==> config.mk <==
export PLATFORM = sky130hd
export DESIGN_NAME = wh_pwm_ctrl
export DESIGN_NICKNAME = d
export VERILOG_FILES = /design/src/rtl/wh_pwm_pkg.sv /design/src/rtl/wh_pwm_regs.sv /design/src/rtl/wh_pwm_chan.sv /design/src/rtl/wh_pwm_ctrl.sv
export SDC_FILE = /design/constraint.sdc
export NUM_CORES = 1
export LEC_CHECK = 0
export BUFFER_PORTS_ARGS = -buffer_cell sky130_fd_sc_hd__clkbuf_2
export CAP_MARGIN = 10
export CORE_ASPECT_RATIO = 0.9
export CORE_MARGIN = 2
export CORE_UTILIZATION = 60
export CTS_CLUSTER_DIAMETER = 60
export DETAILED_ROUTE_END_ITERATION = 10
export PLACE_DENSITY = 0.77
export SKIP_CTS_REPAIR_TIMING = 1
export SYNTH_ARGS = -nofsm -noshare
export SYNTH_HDL_FRONTEND = slang
export SYNTH_SLANG_ARGS = --single-unit
==> constraint.sdc <==
create_clock -name clk -period 5.26 [get_ports clk]
set_input_delay 0.526 -clock clk [delete_from_list [all_inputs] [get_ports clk]]
set_output_delay 0.526 -clock clk [all_outputs]
set_load 0.05 [all_outputs]
==> src/rtl/wh_pwm_pkg.sv <==
// Package: register offsets and layout constants for the wait/hold PWM block.
// Assumes byte offsets on a word-aligned register port.
package wh_pwm_pkg;
    localparam int unsigned OFS_CLKSEL = 8'h00;  // select fields + bypass bits
    localparam int unsigned OFS_OE     = 8'h04;  // output enables + mode bits
    localparam int unsigned OFS_PRE    = 8'h08;  // pre-divider gates
    localparam int unsigned OFS_POST   = 8'h0C;  // post-divider gates
    localparam int unsigned OFS_CH     = 8'h10;  // first channel count pair
    localparam int unsigned CH_STRIDE  = 8;      // bytes per channel pair
    localparam int unsigned SEL_W      = 3;      // source-select field width
endpackage

==> src/rtl/wh_pwm_regs.sv <==
// Register file: stores all control fields and per-channel counts, decodes
// writes, and returns implemented bits on reads (zero for unmapped offsets).
// Assumes one write per cycle; read data is combinational from reg_addr.
module wh_pwm_regs
    import wh_pwm_pkg::*;
#(
    parameter int NUM_CH = 7,
    parameter int CNT_W  = 16,
    parameter int ADDR_W = 8
) (
    input  logic                          clk,
    input  logic                          rst_n,
    input  logic                          we,
    input  logic [ADDR_W-1:0]             addr,
    input  logic [31:0]                   wdata,
    output logic [31:0]                   rdata,
    output logic [NUM_CH-1:0]             bypass,
    output logic [NUM_CH-1:0]             oe,
    output logic [NUM_CH-1:0]             pre_en,
    output logic [NUM_CH-1:0]             post_en,
    output logic [NUM_CH-1:0][CNT_W-1:0]  wait_cnt,
    output logic [NUM_CH-1:0][CNT_W-1:0]  hold_cnt
);
    localparam int SELB = SEL_W * NUM_CH;
    localparam int CSW  = SELB + NUM_CH;

    logic [SELB-1:0]   sel_q;
    logic [NUM_CH-1:0] mode_q;

    // Register update on writes; synchronous reset clears everything.
    always_ff @(posedge clk) begin
        if (!rst_n) begin
            sel_q    <= '0;
            bypass   <= '0;
            oe       <= '0;
            mode_q   <= '0;
            pre_en   <= '0;
            post_en  <= '0;
            wait_cnt <= '0;
            hold_cnt <= '0;
        end else if (we) begin
            if (32'(addr) == OFS_CLKSEL) begin
                sel_q  <= wdata[SELB-1:0];
                bypass <= wdata[CSW-1:SELB];
            end
            if (32'(addr) == OFS_OE) begin
                oe     <= wdata[NUM_CH-1:0];
                mode_q <= wdata[2*NUM_CH-1:NUM_CH];
            end
            if (32'(addr) == OFS_PRE)  pre_en  <= wdata[NUM_CH-1:0];
            if (32'(addr) == OFS_POST) post_en <= wdata[NUM_CH-1:0];
            for (int c = 0; c < NUM_CH; c++) begin
                if (32'(addr) == OFS_CH + CH_STRIDE*c)     wait_cnt[c] <= wdata[CNT_W-1:0];
                if (32'(addr) == OFS_CH + CH_STRIDE*c + 4) hold_cnt[c] <= wdata[CNT_W-1:0];
            end
        end
    end

    // Read mux: implemented bits only, zero elsewhere.
    always_comb begin
        rdata = '0;
        if (32'(addr) == OFS_CLKSEL) rdata[CSW-1:0]      = {bypass, sel_q};
        if (32'(addr) == OFS_OE)     rdata[2*NUM_CH-1:0] = {mode_q, oe};
        if (32'(addr) == OFS_PRE)    rdata[NUM_CH-1:0]   = pre_en;
        if (32'(addr) == OFS_POST)   rdata[NUM_CH-1:0]   = post_en;
        for (int c = 0; c < NUM_CH; c++) begin
            if (32'(addr) == OFS_CH + CH_STRIDE*c)     rdata[CNT_W-1:0] = wait_cnt[c];
            if (32'(addr) == OFS_CH + CH_STRIDE*c + 4) rdata[CNT_W-1:0] = hold_cnt[c];
        end
    end
endmodule

==> src/rtl/wh_pwm_chan.sv <==
// One wait/hold channel: a phase flag and a cycle counter. Counts only while
// both gates are open; the pre gate closed parks it at the high-phase start
// and reloads the pending counts; new counts are latched at period end.
// Assumes counts of 0 mean 1 (minimum phase length of one cycle).
module wh_pwm_chan #(
    parameter int CNT_W = 16
) (
    input  logic             clk,
    input  logic             rst_n,
    input  logic             pre_en,
    input  logic             post_en,
    input  logic [CNT_W-1:0] wait_cfg,
    input  logic [CNT_W-1:0] hold_cfg,
    output logic             phase_hi
);
    logic [CNT_W-1:0] cnt, sh_wait, sh_hold, cur_len, wait_eff, hold_eff;
    logic             last;

    // Zero-to-one clamp and length of the phase in progress.
    always_comb begin
        wait_eff = (wait_cfg == '0) ? CNT_W'(1) : wait_cfg;
        hold_eff = (hold_cfg == '0) ? CNT_W'(1) : hold_cfg;
        cur_len  = phase_hi ? sh_wait : sh_hold;
        last     = (cnt == cur_len - CNT_W'(1));
    end

    // Phase/counter sequencing with gate handling and boundary reload.
    always_ff @(posedge clk) begin
        if (!rst_n) begin
            cnt      <= '0;
            phase_hi <= 1'b1;
            sh_wait  <= CNT_W'(1);
            sh_hold  <= CNT_W'(1);
        end else if (!pre_en) begin
            cnt      <= '0;
            phase_hi <= 1'b1;
            sh_wait  <= wait_eff;
            sh_hold  <= hold_eff;
        end else if (post_en) begin
            if (last) begin
                cnt      <= '0;
                phase_hi <= !phase_hi;
                if (!phase_hi) begin
                    sh_wait <= wait_eff;
                    sh_hold <= hold_eff;
                end
            end else begin
                cnt <= cnt + CNT_W'(1);
            end
        end
    end

    AST_CNT_IN_PHASE: assert property (@(posedge clk) disable iff (!rst_n)
        cnt < cur_len);
    AST_PARK_ON_PRE: assert property (@(posedge clk) disable iff (!rst_n)
        !pre_en |=> (cnt == '0) && phase_hi);
    AST_FREEZE_ON_POST: assert property (@(posedge clk) disable iff (!rst_n)
        (pre_en && !post_en) |=> $stable(cnt) && $stable(phase_hi));
    AST_SHADOW_HOLD: assert property (@(posedge clk) disable iff (!rst_n)
        (pre_en && (phase_hi || !last)) |=> $stable(sh_wait) && $stable(sh_hold));
endmodule

==> src/rtl/wh_pwm_ctrl.sv <==
// Top: register file plus one generated wait/hold channel per output.
// Output stage applies bypass (source level) and output enable per channel.
// Assumes clk is the counting source; src_lvl is in the clk domain.
module wh_pwm_ctrl
    import wh_pwm_pkg::*;
#(
    parameter int NUM_CH  = 7,
    parameter int NUM_EXT = 6,
    parameter int CNT_W   = 16,
    parameter int ADDR_W  = 8
) (
    input  logic               clk,
    input  logic               rst_n,
    input  logic               src_lvl,
    input  logic               reg_we,
    input  logic [ADDR_W-1:0]  reg_addr,
    input  logic [31:0]        reg_wdata,
    output logic [31:0]        reg_rdata,
    output logic [NUM_EXT-1:0] pwm_pin_o,
    output logic               pwm_int_o
);
    logic [NUM_CH-1:0]            bypass, oe, pre_en, post_en, ph, ch_out;
    logic [NUM_CH-1:0][CNT_W-1:0] wait_cnt, hold_cnt;

    wh_pwm_regs #(.NUM_CH(NUM_CH), .CNT_W(CNT_W), .ADDR_W(ADDR_W)) regs_i (
        .clk(clk), .rst_n(rst_n), .we(reg_we), .addr(reg_addr),
        .wdata(reg_wdata), .rdata(reg_rdata), .bypass(bypass), .oe(oe),
        .pre_en(pre_en), .post_en(post_en), .wait_cnt(wait_cnt),
        .hold_cnt(hold_cnt)
    );

    for (genvar g = 0; g < NUM_CH; g++) begin : g_ch
        wh_pwm_chan #(.CNT_W(CNT_W)) chan_i (
            .clk(clk), .rst_n(rst_n), .pre_en(pre_en[g]),
            .post_en(post_en[g]), .wait_cfg(wait_cnt[g]),
            .hold_cfg(hold_cnt[g]), .phase_hi(ph[g])
        );
        // Output stage: enable gate, then bypass or divider waveform.
        assign ch_out[g] = oe[g] & (bypass[g] ? src_lvl : ph[g]);
    end

    assign pwm_pin_o = ch_out[NUM_EXT-1:0];
    assign pwm_int_o = ch_out[NUM_CH-1];
endmodule

==> results.md, run 1 <==
- Clock sinks: ~620
- Num ports: 83
- First-pass GRT wire length: approximately 150000 um
- Avg WL per Cell: around 21 um
- CTS tree: done
- DR iter-0 viols: around 3300
- Number of enable flip-flop cells after synthesis: 0
- RSZ-0062 raised after global routing: no
- Top FF cell, synth: dfxtp_1
- Critical Path Sink Type: output pin
- Global-route usage over all layers: about a third
- Max-cap violations: 0
- Post-synth top area share: about two fifths
- Worst r2r src: g_ch[6].chan_i.phase_hi
- Root Buffer Master: clkbuf_16
- Final Hold Vio Count: 0
- DRC Markers: 0
- Setup crit start kind: input port
- Clk buf depth: 3
- Fraction of registers with async set or reset after synthesis: 0%
- H-tree depth: 3
- Routed Antenna Nets: 0
- Clk_lat worst skew: between 0.6 and 0.7 ns
- Post-synth top area cell: dfxtp_1
- Hold Path Class: input port to flip-flop
- Yosys warns: 0
- #FFs+latches synth: just over 600
- CTS buffer count: a little under 70
- Reg2reg setup slack: 0.81 ns
- Final slew viol count: 0
- Worst reg2reg path depth: 11
- Crit Path Max Fanout: 30
- Worst VDD drop: 0.245 mV
- Core Area: ~54000 um^2
- Status: finished clean
- Worst R2R End: g_ch[6].chan_i.sh_hold[5]
- CP Data Required Time: about 4.7 ns
- Num rows: between 80 and 90
- Hold-critical path depth: 3
- Largest net degree at the start of global routing: ~140
- Die area: roughly 56000 um^2
- Grt total ovfl: 0
- Synthesis-to-finish area growth: 9.00%
- Final core occ: between 60% and 70%
- Arrival time worst endpoint: 3.93 ns
- Initial antenna violation count: 7
- Vias per inst: about 6.3
- Slew @ Worst Pin: between 1 and 1.5 ns
- Seq/Total Area, Yosys: a little under two fifths
- Die H: 226 um
- I/O Buffers: 74
- Max_slew headroom: between 10% and 20%
- WHS Endpoint: regs_i.bypass[4]
- Pre-Repair DR Iteration Count: 9
- Routability Congestion: 1.04
- Vias in the first global route: approximately 27000
- Final TNS setup: 0 ns
- Final min period: about 4.5 ns
- Worst-path clk slew: ~0.060 ns
- Routed via count: approximately 30000
- Fillcell total: roughly 4600
- Synth area leaders: dfxtp_1 (38%), nand2_1 (10%), mux2i_1 (8.4%), a21boi_0 (5.1%), nand3_1 (3.4%)
- Static Leak: around 13 nW
- Clk_skew: 0.0245 ns
- FMAX: around 220 MHz
- Final Setup Violations: 0
- Avg Synthesized Cell Area: 8.12 um^2
- Post-route clock period utilization: 84.6%
- Final nets: 3993
- Detailed placer's ending HPWL: roughly 67000 um
- Synthesized instance count: ~4000
- WS Path Type: input port to output pin
- Die width: ~250 um
- Netlist cell types: 85
- Total power per unit cell area: about 280 nW/um^2
- Fraction of layout cells with a size suffix above 1: between 7 and 8%
- Min-delay src: reg_wdata[25]
- Initial core utilization: 60.4%
- Mapped cell area: 32700 um^2
- Total wire length: about 97000 um
cell type report:
class / instances / area [um^2] / area share [%]
antenna: 6 / 15.0 / 0.0421
clock buffer: 95 / 2000 / 5.60
clock inverter: 24 / 355 / 0.997
inverter: 25 / 93.8 / 0.263
multi-input combinational: 3097 / 19100 / 53.5
sequential: 623 / 12500 / 35.0
tap: 705 / 882 / 2.47
timing repair buffer: 120 / 763 / 2.14
where the power goes:
group	total (mW)	switching, mW	internal (mW)	leakage (nW)
clock network	5.05	2.00	3.05	1.16
logic	0.348	0.256	0.0917	6.70
registers	4.73	0.00604	4.72	5.02
worst max path at each step:
| stage | from | to | slack [ns] | cells after the start |
|---|---|---|---|---|
| 2_1_floorplan | g_ch[6].chan_i.phase_hi | g_ch[6].chan_i.cnt[10] | 0.84 | 15 |
| 3_3_place_gp | g_ch[6].chan_i.phase_hi | g_ch[6].chan_i.sh_hold[5] | 0.98 | 11 |
| 3_5_place_dp | g_ch[4].chan_i.phase_hi | g_ch[4].chan_i.sh_wait[0] | 0.88 | 9 |
| 4_1_cts | g_ch[4].chan_i.phase_hi | g_ch[4].chan_i.sh_wait[0] | 0.85 | 9 |
| 5_1_grt | g_ch[6].chan_i.phase_hi | g_ch[6].chan_i.sh_hold[5] | 0.39 | 11 |
| 6_report | reg_addr[2] | reg_rdata[15] | 0.81 | 11 |
flip-flops by register name, summed over array words and instances (netlist names):
register              flops
g_ch.chan_i.sh_wait     112
g_ch.chan_i.sh_hold     112
regs_i.oe                 7
g_ch.chan_i.phase_hi      7
regs_i.post_en            7
regs_i.sel_q             21
regs_i.wait_cnt         112
regs_i.mode_q             7
regs_i.pre_en             7
g_ch.chan_i.cnt         112
regs_i.bypass             7
regs_i.hold_cnt         112
worst max-delay path: stages:
cell	delay, ns
clkbuf_2	0.60
nor4bb_1	0.89
buf_4	0.28
nand3_1	0.22
o21ai_0	0.30
o22ai_1	0.11
o2bb2ai_1	0.15
o21ai_0	0.22
a21o_1	0.24
a21oi_1	0.09
clkbuf_2	0.26
stage by stage:
step	hold slack, ns	setup WS [ns]	total power [mW]	instance area, um^2	cells
finish	0.168	0.808	10.1	35700	4695
global route	0.165	0.387	10.4	35600	4691
CTS	0.144	0.854	10.2	35600	4689
detailed placement	0.454	0.877	5.17	33300	4570
global placement	0.444	0.976	5.16	33300	4570
floorplan	0.415	0.836	5.05	32700	4029
Yosys cell counts (14+ instances only):
cell	number
nand2_1	870
a31oi_1	21
xor2_1	119
buf_2	27
o22ai_1	26
nor3b_1	26
nor2_1	204
nor4b_1	17
o21ai_0	175
and3_1	58
clkbuf_1	233
o211ai_1	17
inv_1	25
nor3_1	66
a211oi_1	16
a22oi_1	32
nand4_1	35
mux2_2	24
xnor2_1	124
nand3_1	224
buf_1	17
nor2b_1	80
a221oi_1	17
a41oi_1	17
nor4_1	64
ha_1	14
or3_1	15
nand2b_1	28
mux2i_1	274
dfxtp_1	623
and2_1	22
or4_1	22
a21oi_1	59
a21boi_0	224
placed cells by master (no fill, tap or decap), types with 80 or more instances in the layout:
master | netlist | routed
mux2i_1 | 274 | 274
xor2_1 | 119 | 119
xnor2_1 | 124 | 124
nor2_1 | 204 | 203
a21boi_0 | 224 | 224
o21ai_0 | 175 | 175
dfxtp_1 | 623 | 623
nand3_1 | 224 | 224
nand2_1 | 870 | 870
nor2b_1 | 80 | 80
routing by layer:
| layer | routed length (um) | part of all wire (%) | track usage (%) |
|---|---|---|---|
| met5 | 13 | 0.013 | 0 |
| met4 | 3940 | 4.1 | 13.8 |
| met3 | 9030 | 9.3 | 7.53 |
| met2 | 43400 | 45 | 53.1 |
| met1 | 40200 | 42 | 43.6 |
logic make-up (layout without fill, tap and decap cells):
| kind of cell | after synthesis | after routing | share of synthesized area [%] |
|---|---|---|---|
| DFF | 623 | 623 | 38.1 |
| muxes | 304 | 304 | 9.56 |
| buffers and inverters | 309 | 264 | 3.76 |
| xor gates and xnor gates | 243 | 243 | 6.51 |
| AOI/OAI and AO/OA | 745 | 745 | 15.8 |
| and+or+nand+nor | 1787 | 1787 | 25.7 |
| adders and majority gates | 14 | 14 | 0.536 |
| other | 1 | 10 | 0.0115 |
Power figures use the tool's default switching activity.
==> run 2, diff against run 1 <==
CORE_UTILIZATION = 57   (was 60)
clock period = 3.8 ns   (was 5.26 ns; I/O delays follow)
==> results.md, run 2 (synthesized netlist as in run 1, its figures left out) <==
- Status: finished clean
- Pre-Repair DR Iteration Count: 10 (+1)
- Final min period: approximately 3.7 ns
- Vias in the first global route: 27500 (+2.9%)
- Final slew viol count: 0 (unchanged)
- Die H: 231 um (+2.6%)
- Clk buf depth: 3 (unchanged)
- FMAX: ~270 MHz
- Die width: 257 um (+2.6%)
- Arrival time worst endpoint: 3.37 ns (-0.56 ns)
- CP Data Required Time: 3.42 ns (-1.31 ns)
- Vias per inst: 6.21 (-1.4%)
- Most common cell after layout, fill and taps aside: nand2_1
- CTS tree: done
- Routed via count: 29800 (+0.83%)
- RSZ-0062 raised after global routing: no
- DRC Markers: 0 (unchanged)
- Num rows: 83 (+2.5%)
- Initial antenna violation count: 3 (-4)
- H-tree depth: 3 (unchanged)
- Clk_skew: 0.0239 ns (-0.000591 ns)
- First-pass GRT wire length: 153000 um (+2.4%)
- CTS buffer count: 67 (-1.5%)
- Clk_lat worst skew: 0.61 ns (about the same)
- Grt total ovfl: 0 (unchanged)
- Hold Path Class: input port to flip-flop
- Detailed placer's ending HPWL: 68400 um (+2.6%)
- Global-route usage over all layers: 32.3% (-1.0 points)
- Die area: 59300 um^2 (+5.2%)
- Initial core utilization: 57.5% (-3.0 points)
- Final worst setup slack: 0.0542 ns (-0.754 ns)
- Core Area: 56900 um^2 (+5.2%)
- Sw Share: 22.9% (+0.60 points)
- Total power per unit cell area: 375 nW/um^2 (+32%)
- Root Buffer Master: clkbuf_16
- Total wire length: 99100 um (+2.5%)
- Avg WL per Cell: 20.6 um (+0.29%)
- Switch Pwr: 3.13 mW (+38%)
- Largest net degree at the start of global routing: 85 (-41%)
- I/O Buffers: 74 (unchanged)
- Synthesis-to-finish area growth: 11.3%
- Worst VDD drop: 0.395 mV (+61%)
- Num ports: 83 (unchanged)
- Most frequent cells in the layout: nand2_1 (870), dfxtp_1 (621), mux2i_1 (272)
- Static Leak: 13.2 nW (+2.2%)
- Setup crit start kind: input port
- Max_slew headroom: 38.3% (+21 points)
- Final Hold Vio Count: 0 (unchanged)
- Final Setup Violations: 0 (unchanged)
- DR iter-0 viols: 3671 (+13%)
- Crit Path Max Fanout: 9 (-70%)
- Worst-path clk slew: 0.06 ns (about the same)
- Routability Congestion: 1.02 (-1.2%)
- Total power: 13.6 mW (+35%)
- Routed Antenna Nets: 0 (unchanged)
- Max-cap violations: 0 (unchanged)
- Pre-CTS WS: 0.111 ns (-0.765 ns)
- Slew @ Worst Pin: 0.923 ns (-0.315 ns)
- Flop pwr share: 48.0% (+1.3 points)
- Final nets: 4045 (+1.3%)
- Post-route clock period utilization: slightly below 100%
- Final TNS setup: 0 ns (unchanged)
- Comb power frac: 3.9% (+0.5 points)
- Critical Path Sink Type: output pin
- P_int: 10.5 mW (+34%)
- Clock sinks: 623 (unchanged)
- Part of the power in the clock network: 48.1% (-1.8 points)
- WS Path Type: input port to output pin
- Fraction of layout cells with a size suffix above 1: 9.08% (+1.5 points)
==> run 2: final timing paths <==
| kind | from | to | slack [ns] | depth (start not counted) |
|---|---|---|---|---|
| max | reg_addr[4] | reg_rdata[11] | 0.05 | 9 |
| min | reg_wdata[19] | regs_i.sel_q[19] | 0.01 | 3 |
| max reg2reg | g_ch[4].chan_i.phase_hi | g_ch[4].chan_i.sh_hold[8] | 0.16 | 11 |
| min reg2reg | regs_i.sel_q[19] | regs_i.sel_q[19] | 0.46 | 2 |
==> run 2: routing by layer <==
| layer | GRT usage, % | vias up | wire (um) |
|---|---|---|---|
| li1 | - | 14100 | - |
| met1 | 43.2 | 14100 | 41500 |
| met2 | 51.3 | 1364 | 44300 |
| met3 | 7.35 | 274 | 9920 |
| met4 | 11.5 | 2 | 3320 |
| met5 | 0 | - | 17 |
==> run 2: per-stage QoR <==
stage / utilization, % / std cells / cell area, um^2 / hold WS [ns]
finish: 64.0 / 4799 / 36400 / 0.0150
CTS: 63.8 / 4794 / 36300 / -0.000963
global route: 64.0 / 4798 / 36400 / 0.0330
global placement: 60.0 / 4680 / 34100 / 0.446
detailed placement: 60.0 / 4680 / 34100 / 0.452
floorplan: - / 4029 / 32900 / 0.415
==> run 2: area by class of cell <==
class	instances	area (um^2)
tap	765	957
clock buffer	84	1820
timing repair buffer	173	1510
fill	4867	20500
inverter	25	93.8
clock inverter	30	345
multi-input combinational	3097	19200
sequential	623	12500
antenna	2	5.00
==> run 2: critical path: stages <==
cell and delay (ns):
clkbuf_2 0.17, or4b_2 0.83, nor2_1 0.41, a22o_1 0.25
a221oi_1 0.07, a31oi_1 0.45, nor3_1 0.09, o21ai_0 0.50
buf_12 0.21
==> run 2: power by group through the flow <==
stage                     registers (mW)  clock network (mW)  logic (mW)
after floorplan                     6.69                   0       0.307
after global placement              6.69                   0       0.503
after detailed placement            6.69                   0       0.505
after CTS                           6.54                6.63       0.508
after global routing                6.54                6.89       0.548
final                               6.54                6.56       0.531
